`config.mk`:
```
export PLATFORM = sky130hd
export DESIGN_NAME = phy_irq_aggregator
export DESIGN_NICKNAME = d
export VERILOG_FILES = /design/src/rtl/phy_irq_pkg.sv /design/src/rtl/phy_irq_event_bank.sv /design/src/rtl/phy_irq_regport.sv /design/src/rtl/phy_irq_classify.sv /design/src/rtl/phy_irq_aggregator.sv
export SDC_FILE = /design/constraint.sdc
export NUM_CORES = 1
export LEC_CHECK = 0
export CORE_ASPECT_RATIO = 1.1
export CORE_MARGIN = 2
export CORE_UTILIZATION = 39
export CTS_CLUSTER_DIAMETER = 100
export DETAILED_ROUTE_END_ITERATION = 6
export GPL_ROUTABILITY_DRIVEN = 1
export GPL_TIMING_DRIVEN = 0
export HOLD_SLACK_MARGIN = 0.03
export PLACE_DENSITY = 0.79
export SLEW_MARGIN = 20
export SYNTH_ARGS = -nofsm -noshare
export SYNTH_HDL_FRONTEND = slang
export SYNTH_HIERARCHICAL = 1
export SYNTH_SLANG_ARGS = --single-unit
```
`constraint.sdc`:
```
create_clock -name clk -period 1.8 [get_ports clk]
set_input_delay 0.54 -clock clk [delete_from_list [all_inputs] [get_ports clk]]
set_output_delay 0.54 -clock clk [all_outputs]
set_load 0.01 [all_outputs]
```
`src/rtl/phy_irq_pkg.sv`:
```
package phy_irq_pkg;

    localparam int REG_W      = 16;
    localparam int MASTER_BIT = 15;
    localparam int N_CLASS    = 2;

    // Positions that carry a real event
    localparam logic [REG_W-1:0] EVT_VALID   = 16'h2DFF;
    // Writable mask bits: the event lanes plus the master switch
    localparam logic [REG_W-1:0] EN_WRITABLE = EVT_VALID | (16'h1 << MASTER_BIT);
    // Class membership, class 0 is link/config change, class 1 is FIFO error
    localparam logic [REG_W-1:0] CLS_LINK_MASK = 16'h2C00;
    localparam logic [REG_W-1:0] CLS_FIFO_MASK = 16'h0060;

    localparam logic SEL_ENABLE = 1'b0;
    localparam logic SEL_STATUS = 1'b1;

    typedef enum logic [1:0] {
        PORT_IDLE      = 2'd0,
        PORT_RESP_EN   = 2'd1,
        PORT_RESP_STAT = 2'd2
    } port_state_t;

endpackage

```
`src/rtl/phy_irq_event_bank.sv`:
```
module phy_irq_event_bank
    import phy_irq_pkg::*;
#(
    parameter int             W          = REG_W,
    parameter logic [W-1:0]   VALID_MASK = EVT_VALID
)
(
    input  logic         clk,
    input  logic         rst_n,
    input  logic [W-1:0] evt,
    input  logic         clr,
    output logic [W-1:0] status
);

    // One sticky flop per live lane, reserved lanes tied low
    for (genvar i = 0; i < W; i++) begin : g_lane
        if (VALID_MASK[i]) begin : g_live
            logic bit_q;
            always_ff @(posedge clk or negedge rst_n) begin
                if (!rst_n) begin
                    bit_q <= 1'b0;
                end else begin
                    bit_q <= (bit_q & ~clr) | evt[i];
                end
            end
            assign status[i] = bit_q;
        end else begin : g_rsvd
            assign status[i] = 1'b0;
        end
    end

    AST_STICKY_HOLD: assert property (@(posedge clk) disable iff (!rst_n)
        !$past(clr) |-> ((status & $past(status)) == $past(status)));

    AST_EVT_RETAINED: assert property (@(posedge clk) disable iff (!rst_n)
        (|($past(evt) & VALID_MASK)) |->
            ((status & $past(evt) & VALID_MASK) == ($past(evt) & VALID_MASK)));

    AST_CLEAR_DROPS: assert property (@(posedge clk) disable iff (!rst_n)
        $past(clr) |-> ((status & ~$past(evt)) == '0));

endmodule

```
`src/rtl/phy_irq_regport.sv`:
```
module phy_irq_regport
    import phy_irq_pkg::*;
#(
    parameter int           W       = REG_W,
    parameter logic [W-1:0] EN_MASK = EN_WRITABLE
)
(
    input  logic         clk,
    input  logic         rst_n,
    input  logic         rd_en,
    input  logic         wr_en,
    input  logic         sel,
    input  logic [W-1:0] wr_data,
    input  logic [W-1:0] status,
    output logic [W-1:0] enable,
    output logic [W-1:0] rd_data,
    output logic         rd_valid,
    output logic         clr_status
);

    port_state_t  state_q, state_d;
    logic [W-1:0] data_q;
    logic [W-1:0] enable_q;

    // Next-state: go_resp_stat, go_resp_en, go_idle
    always_comb begin
        state_d = PORT_IDLE;
        if (rd_en) begin
            state_d = (sel == SEL_STATUS) ? PORT_RESP_STAT : PORT_RESP_EN;
        end
    end

    always_ff @(posedge clk or negedge rst_n) begin
        if (!rst_n) begin
            state_q <= PORT_IDLE;
        end else begin
            state_q <= state_d;
        end
    end

    always_ff @(posedge clk or negedge rst_n) begin
        if (!rst_n) begin
            data_q <= '0;
        end else if (rd_en) begin
            data_q <= (sel == SEL_STATUS) ? status : enable_q;
        end
    end

    always_ff @(posedge clk or negedge rst_n) begin
        if (!rst_n) begin
            enable_q <= '0;
        end else if (wr_en && (sel == SEL_ENABLE)) begin
            enable_q <= wr_data & EN_MASK;
        end
    end

    // Output process
    always_comb begin
        unique case (state_q)
            PORT_IDLE: begin
                rd_valid = 1'b0;
                rd_data  = '0;
            end
            PORT_RESP_EN, PORT_RESP_STAT: begin
                rd_valid = 1'b1;
                rd_data  = data_q;
            end
            default: begin
                rd_valid = 1'b0;
                rd_data  = '0;
            end
        endcase
    end

    assign enable     = enable_q;
    assign clr_status = rd_en && (sel == SEL_STATUS);

    AST_RESP_AFTER_READ: assert property (@(posedge clk) disable iff (!rst_n)
        rd_valid |-> $past(rd_en));

    AST_WRITE_LANDS: assert property (@(posedge clk) disable iff (!rst_n)
        $past(wr_en && (sel == SEL_ENABLE)) |-> (enable == ($past(wr_data) & EN_MASK)));

    AST_EN_RSVD_ZERO: assert property (@(posedge clk) disable iff (!rst_n)
        $past(rd_en && (sel == SEL_ENABLE)) |-> ((rd_data & ~EN_MASK) == '0));

endmodule

```
`src/rtl/phy_irq_classify.sv`:
```
module phy_irq_classify
    import phy_irq_pkg::*;
#(
    parameter int                          W          = REG_W,
    parameter int                          NC         = N_CLASS,
    parameter int                          MBIT       = MASTER_BIT,
    parameter logic [W-1:0]                VALID_MASK = EVT_VALID,
    parameter logic [NC-1:0][W-1:0]        CLS_MASKS  = {CLS_FIFO_MASK, CLS_LINK_MASK}
)
(
    input  logic [W-1:0]  status,
    input  logic [W-1:0]  enable,
    output logic          irq,
    output logic [NC-1:0] cls
);

    logic [W-1:0] live;

    assign live = status & enable & VALID_MASK;
    assign irq  = enable[MBIT] && (|live);

    for (genvar c = 0; c < NC; c++) begin : g_cls
        assign cls[c] = enable[MBIT] && (|(live & CLS_MASKS[c]));
    end

endmodule

```
`src/rtl/phy_irq_aggregator.sv`:
```
module phy_irq_aggregator
    import phy_irq_pkg::*;
(
    input  logic              clk,
    input  logic              rst_n,
    input  logic [REG_W-1:0]  evt_pulse,
    input  logic              rd_en,
    input  logic              wr_en,
    input  logic              reg_sel,
    input  logic [REG_W-1:0]  wr_data,
    output logic [REG_W-1:0]  rd_data,
    output logic              rd_valid,
    output logic              irq,
    output logic              cls_link,
    output logic              cls_fifo
);

    logic [REG_W-1:0]   status;
    logic [REG_W-1:0]   enable;
    logic               clr_status;
    logic [N_CLASS-1:0] cls;

    phy_irq_event_bank #(.W(REG_W), .VALID_MASK(EVT_VALID)) u_bank (
        .clk    (clk),
        .rst_n  (rst_n),
        .evt    (evt_pulse),
        .clr    (clr_status),
        .status (status)
    );

    phy_irq_regport #(.W(REG_W), .EN_MASK(EN_WRITABLE)) u_port (
        .clk        (clk),
        .rst_n      (rst_n),
        .rd_en      (rd_en),
        .wr_en      (wr_en),
        .sel        (reg_sel),
        .wr_data    (wr_data),
        .status     (status),
        .enable     (enable),
        .rd_data    (rd_data),
        .rd_valid   (rd_valid),
        .clr_status (clr_status)
    );

    phy_irq_classify #(.W(REG_W), .NC(N_CLASS), .MBIT(MASTER_BIT)) u_cls (
        .status (status),
        .enable (enable),
        .irq    (irq),
        .cls    (cls)
    );

    assign cls_link = cls[0];
    assign cls_fifo = cls[1];

    AST_CLASS_NEEDS_IRQ: assert property (@(posedge clk) disable iff (!rst_n)
        (cls_link || cls_fifo) |-> irq);

    AST_MASTER_GATE: assert property (@(posedge clk) disable iff (!rst_n)
        !enable[MASTER_BIT] |-> !(irq || cls_link || cls_fifo));

    AST_RSVD_SILENT: assert property (@(posedge clk) disable iff (!rst_n)
        ($past(evt_pulse & ~EVT_VALID) != '0) && ($past(status) == '0) &&
        ($past(evt_pulse & EVT_VALID) == '0) |-> !irq);

endmodule

```
Word level (Yosys, flattened, before mapping)
Index checks and enable logic that the tools add are counted.
{ "totals": {"ff_bits": 43, "latchBits": 0, "ram_bits": 0, "romBits": 0, "input_bits": 37, "out_inout_bits": 20, "wordCells": 58, "n_memories": 0} }
{ "op_classes": {"n_addsub": 0, "multipliers": 0, "div_mod_pow": 0, "order_cmp": 0, "eq_ne": 2, "shift": 0, "mux": 5, "bitwise": 27, "n_reduce_logical": 9} }
{ "ops": {"columns": ["op", "count"], "rows": [
  ["$mux 16", 2],
  ["$and 14x14->14", 1],
  ["$and 1x1->1", 12],
  ["$or 1x1->1", 12],
  ["$reduce_or 12->1", 1],
  ["$logic_and 1x1->1", 5],
  ["$mux 2", 2],
  ["$reduce_or 2->1", 2],
  ["$reduce_or 3->1", 1],
  ["$eq 2x1->1 const B", 1],
  ["$eq 2x2->1 const B", 1],
  ["$not 1->1", 2],
  ["$mux 1", 1]
]} }

Longest topological paths before layout
{ "depth": {"depth_word": 4, "depth_mapped": 5, "ltp_nobuf": 3} }

By module
The synthesis kept the hierarchy.
{ "modules_own_cells": {"columns": ["module", "n_inst", "cells_each", "area_per_inst_um2", "seq_area_each_um2"], "rows": [
  ["phy_irq_regport", 1, 118, 1465.2, 775.7],
  ["phy_irq_event_bank", 1, 43, 531.8, 300.3],
  ["phy_irq_classify", 1, 9, 71.3, 0.0]
]} }

Least setup slack after synthesis
OpenSTA, ideal clock, no wires.
{ "synth_path": {"path_kind": "flip-flop to output port", "start": "register u_bank.g_lane[10].g_live.bit_q", "end": "output port irq", "t_arrival_ps": 1065, "t_required_ps": 1260, "slack_ps": 195, "path_stages_with_launch": 4, "n_path_buf": 1, "cell_sequence": "dfrtp_1 buf_4 a222oi_1 a41oi_1"} }
{ "synth_between": {"elab_chain_len": 3} }
{ "synth_lines": {"columns": ["item", "line_no", "text"], "rows": [
  ["start: declaration", "phy_irq_event_bank.sv:18", "logic bit_q;"],
  ["start signal: assignment", "phy_irq_event_bank.sv:23", "bit_q <= (bit_q & ~clr) | evt[i];"],
  ["$and 14x14->14", "phy_irq_classify.sv:19", "assign live = status & enable & VALID_MASK;"],
  ["$reduce_or 12->1", "phy_irq_classify.sv:20", "assign irq = enable[MBIT] && (|live);"],
  ["$logic_and 1x1->1", "phy_irq_classify.sv:20", null],
  ["end: declaration", "phy_irq_aggregator.sv:13", "output logic irq,"]
]} }
No other way between the ends.

Worst setup path in the final report
Same ends and word-level chain as after synthesis.

==> reports/summary.txt <==
internal power -> 0.00189 W
# DRC -> 0
Vias/cell -> 4.89
cell area after synthesis -> 2040 um^2
routed len/inst -> 15.2 um
Area Overhead vs Synth -> 37.1%
1st-iter DRT viols -> 68
first-pass GRT wire length -> 6.76 mm
Total Nets Final -> 265
unrepaired setup endpoints after global routing -> yes
vias after detailed routing -> 1403
Post-DP Area -> 2610 um^2
crit path kind -> reg -> out
TNS Setup -> -1.99 ns
Final Hold Fails -> 0
Non-Filler Instances -> 287
Avg Cell Area, Syn -> 12.3 um^2
antenna-violating nets left -> 0
Setup-failing EPs final -> 18
Initial Utilization -> 40.6%
DIE AREA -> 5830 um^2
share of layout cells above drive strength 1 -> 39.3%
CTS max path bufs -> 2
Ports -> 57
Worst Path Arrival -> 1.48 ns
port bufs -> 47
Clock power frac -> 30.9%
failing checks -> setup timing
Worst Setup End Kind -> output pin
maximum fanout along the worst path -> 2
Max IR drop VDD -> 544 uV
Crit path required time -> 1.26 ns
fmax -> 495 MHz
CTS Buf Count -> 5
Sink Count -> 43
final worst slack -> -0.221 ns
Period Utilization, post-route -> 112%
Total GRT Usage -> 15.6%
FF-to-FF path depth -> 3
H-tree depth -> 2
min Tclk post-route -> 2.02 ns
worst hold slack -> 0.133 ns
Die H -> 79.9 um
status -> complete, but fails checks
row cnt -> 27
initial antenna violation count -> 0
placed cells -> 275
clock skew -> 0.00651 ns
GRT overflow -> 0
Final Wtd Congestion -> 0.785
Leak -> 1.30 nW
Startpoint Class -> register
# diodes -> 0
final instance area -> 2800 um^2
Post-DP HPWL -> 3.17 mm
Sw Pwr -> 0.000640 W
root buffer cell -> clkbuf_8
Gate Count Post-Synth -> 166
max-slew violations -> 0
CORE AREA -> 5030 um^2
clk_lat worst skew -> 0.30 ns
largest net degree at the start of global routing -> 30
hold crit path type -> in -> async
Yosys warning count -> 6
Flop pwr share -> 45.7%
die width -> 73.0 um
CTS tree -> built
PD cells -> 902 nW/um^2
maxcap violations -> 0
switch share -> 25.3%
hold buffers post-CTS -> 0
Pre-Repair DR Iteration Count -> 4
clock-pin slew on the worst setup and hold paths -> 0.08 ns
Final Core Density -> 55.6%
WL final -> 4.35 mm
vias in the first global route -> 1364
Comb pwr share -> 23.4%
-- path summary, 6_finish.rpt --
check,startpoint,end,slack [ns]
setup / recovery,u_bank/g_lane[10].g_live.bit_q,irq,-0.22
hold / removal,rst_n,u_port/data_q[0],0.13
setup reg to reg,u_bank/g_lane[6].g_live.bit_q,u_port/data_q[6],0.85
hold reg to reg,u_bank/g_lane[8].g_live.bit_q,u_bank/g_lane[8].g_live.bit_q,0.49
max in group asynchronous,rst_n,u_bank/g_lane[6].g_live.bit_q,1.21
min in group clk,u_bank/g_lane[8].g_live.bit_q,u_bank/g_lane[8].g_live.bit_q,0.49
-- cell usage in the layout, fill, tap and decap left out, drive strengths merged --
cell type      count
a22oi              1
clkdlybuf4s50     26
bufinv             1
a21o              12
clkinv             1
nor2              16
conb               4
a22o               4
clkbuf             6
inv                3
xor2               1
a21oi             13
dfrtp             43
buf               50
a221oi             1
mux2i             13
and2              17
mux2              13
nor2b              1
a41oi              1
a222oi             2
-- stage by stage --
stage / worst slack (ns) / total power [W]
after floorplan: 0.195 / 0.00145
after global placement: -0.824 / 0.00168
after detailed placement: -0.461 / 0.00171
after CTS: -0.219 / 0.00249
after global routing: -0.315 / 0.00263
final: -0.221 / 0.00253
-- power groups by stage --
stage,clock [W],sequential (W),combinational (W)
after floorplan,0,0.00114,0.000309
after global placement,0,0.00116,0.000524
after detailed placement,0,0.00117,0.000541
after CTS,0.000785,0.00115,0.000555
after global routing,0.000825,0.00117,0.000635
final,0.000780,0.00116,0.000591
-- registers in the layout (all words and copies together) (netlist names) --
signal	cells
u_port/data_q	16
u_port/state_q	2
u_port/enable	13
u_bank/g_lane.g_live.bit_q	12
-- cell type report --
type	instances	area, um^2
Fill cell	444	2230
Inverter	3	11.3
Timing Repair Buffer	59	558
Tap cell	58	72.6
Buffer	17	155
Clock buffer	6	82.6
Multi-Input combinational cell	99	810
Sequential cell	43	1080
Clock inverter	2	35.0
-- routing by layer --
layer	vias up	share of wire, %	global-route usage [%]
met5	-	0	0
met4	0	1.0	4.44
met3	8	4.3	4.29
met2	42	52	26.7
met1	680	42	19.2
li1	673	-	-
-- worst max-delay path: stages (launching register included) --
cell,delay [ns]
dfrtp_1,0.38
a222oi_1,0.35
buf_4,0.19
a41oi_2,0.09
buf_2,0.16
-- repair_timing --
item,in CTS,in global routing
pin swaps,21,4
setup endpoints to repair,20,20
resized for setup,96,17
buffers inserted,11,0
hold endpoints to repair,0,0
No activity file was read; power rests on OpenSTA's default activity.
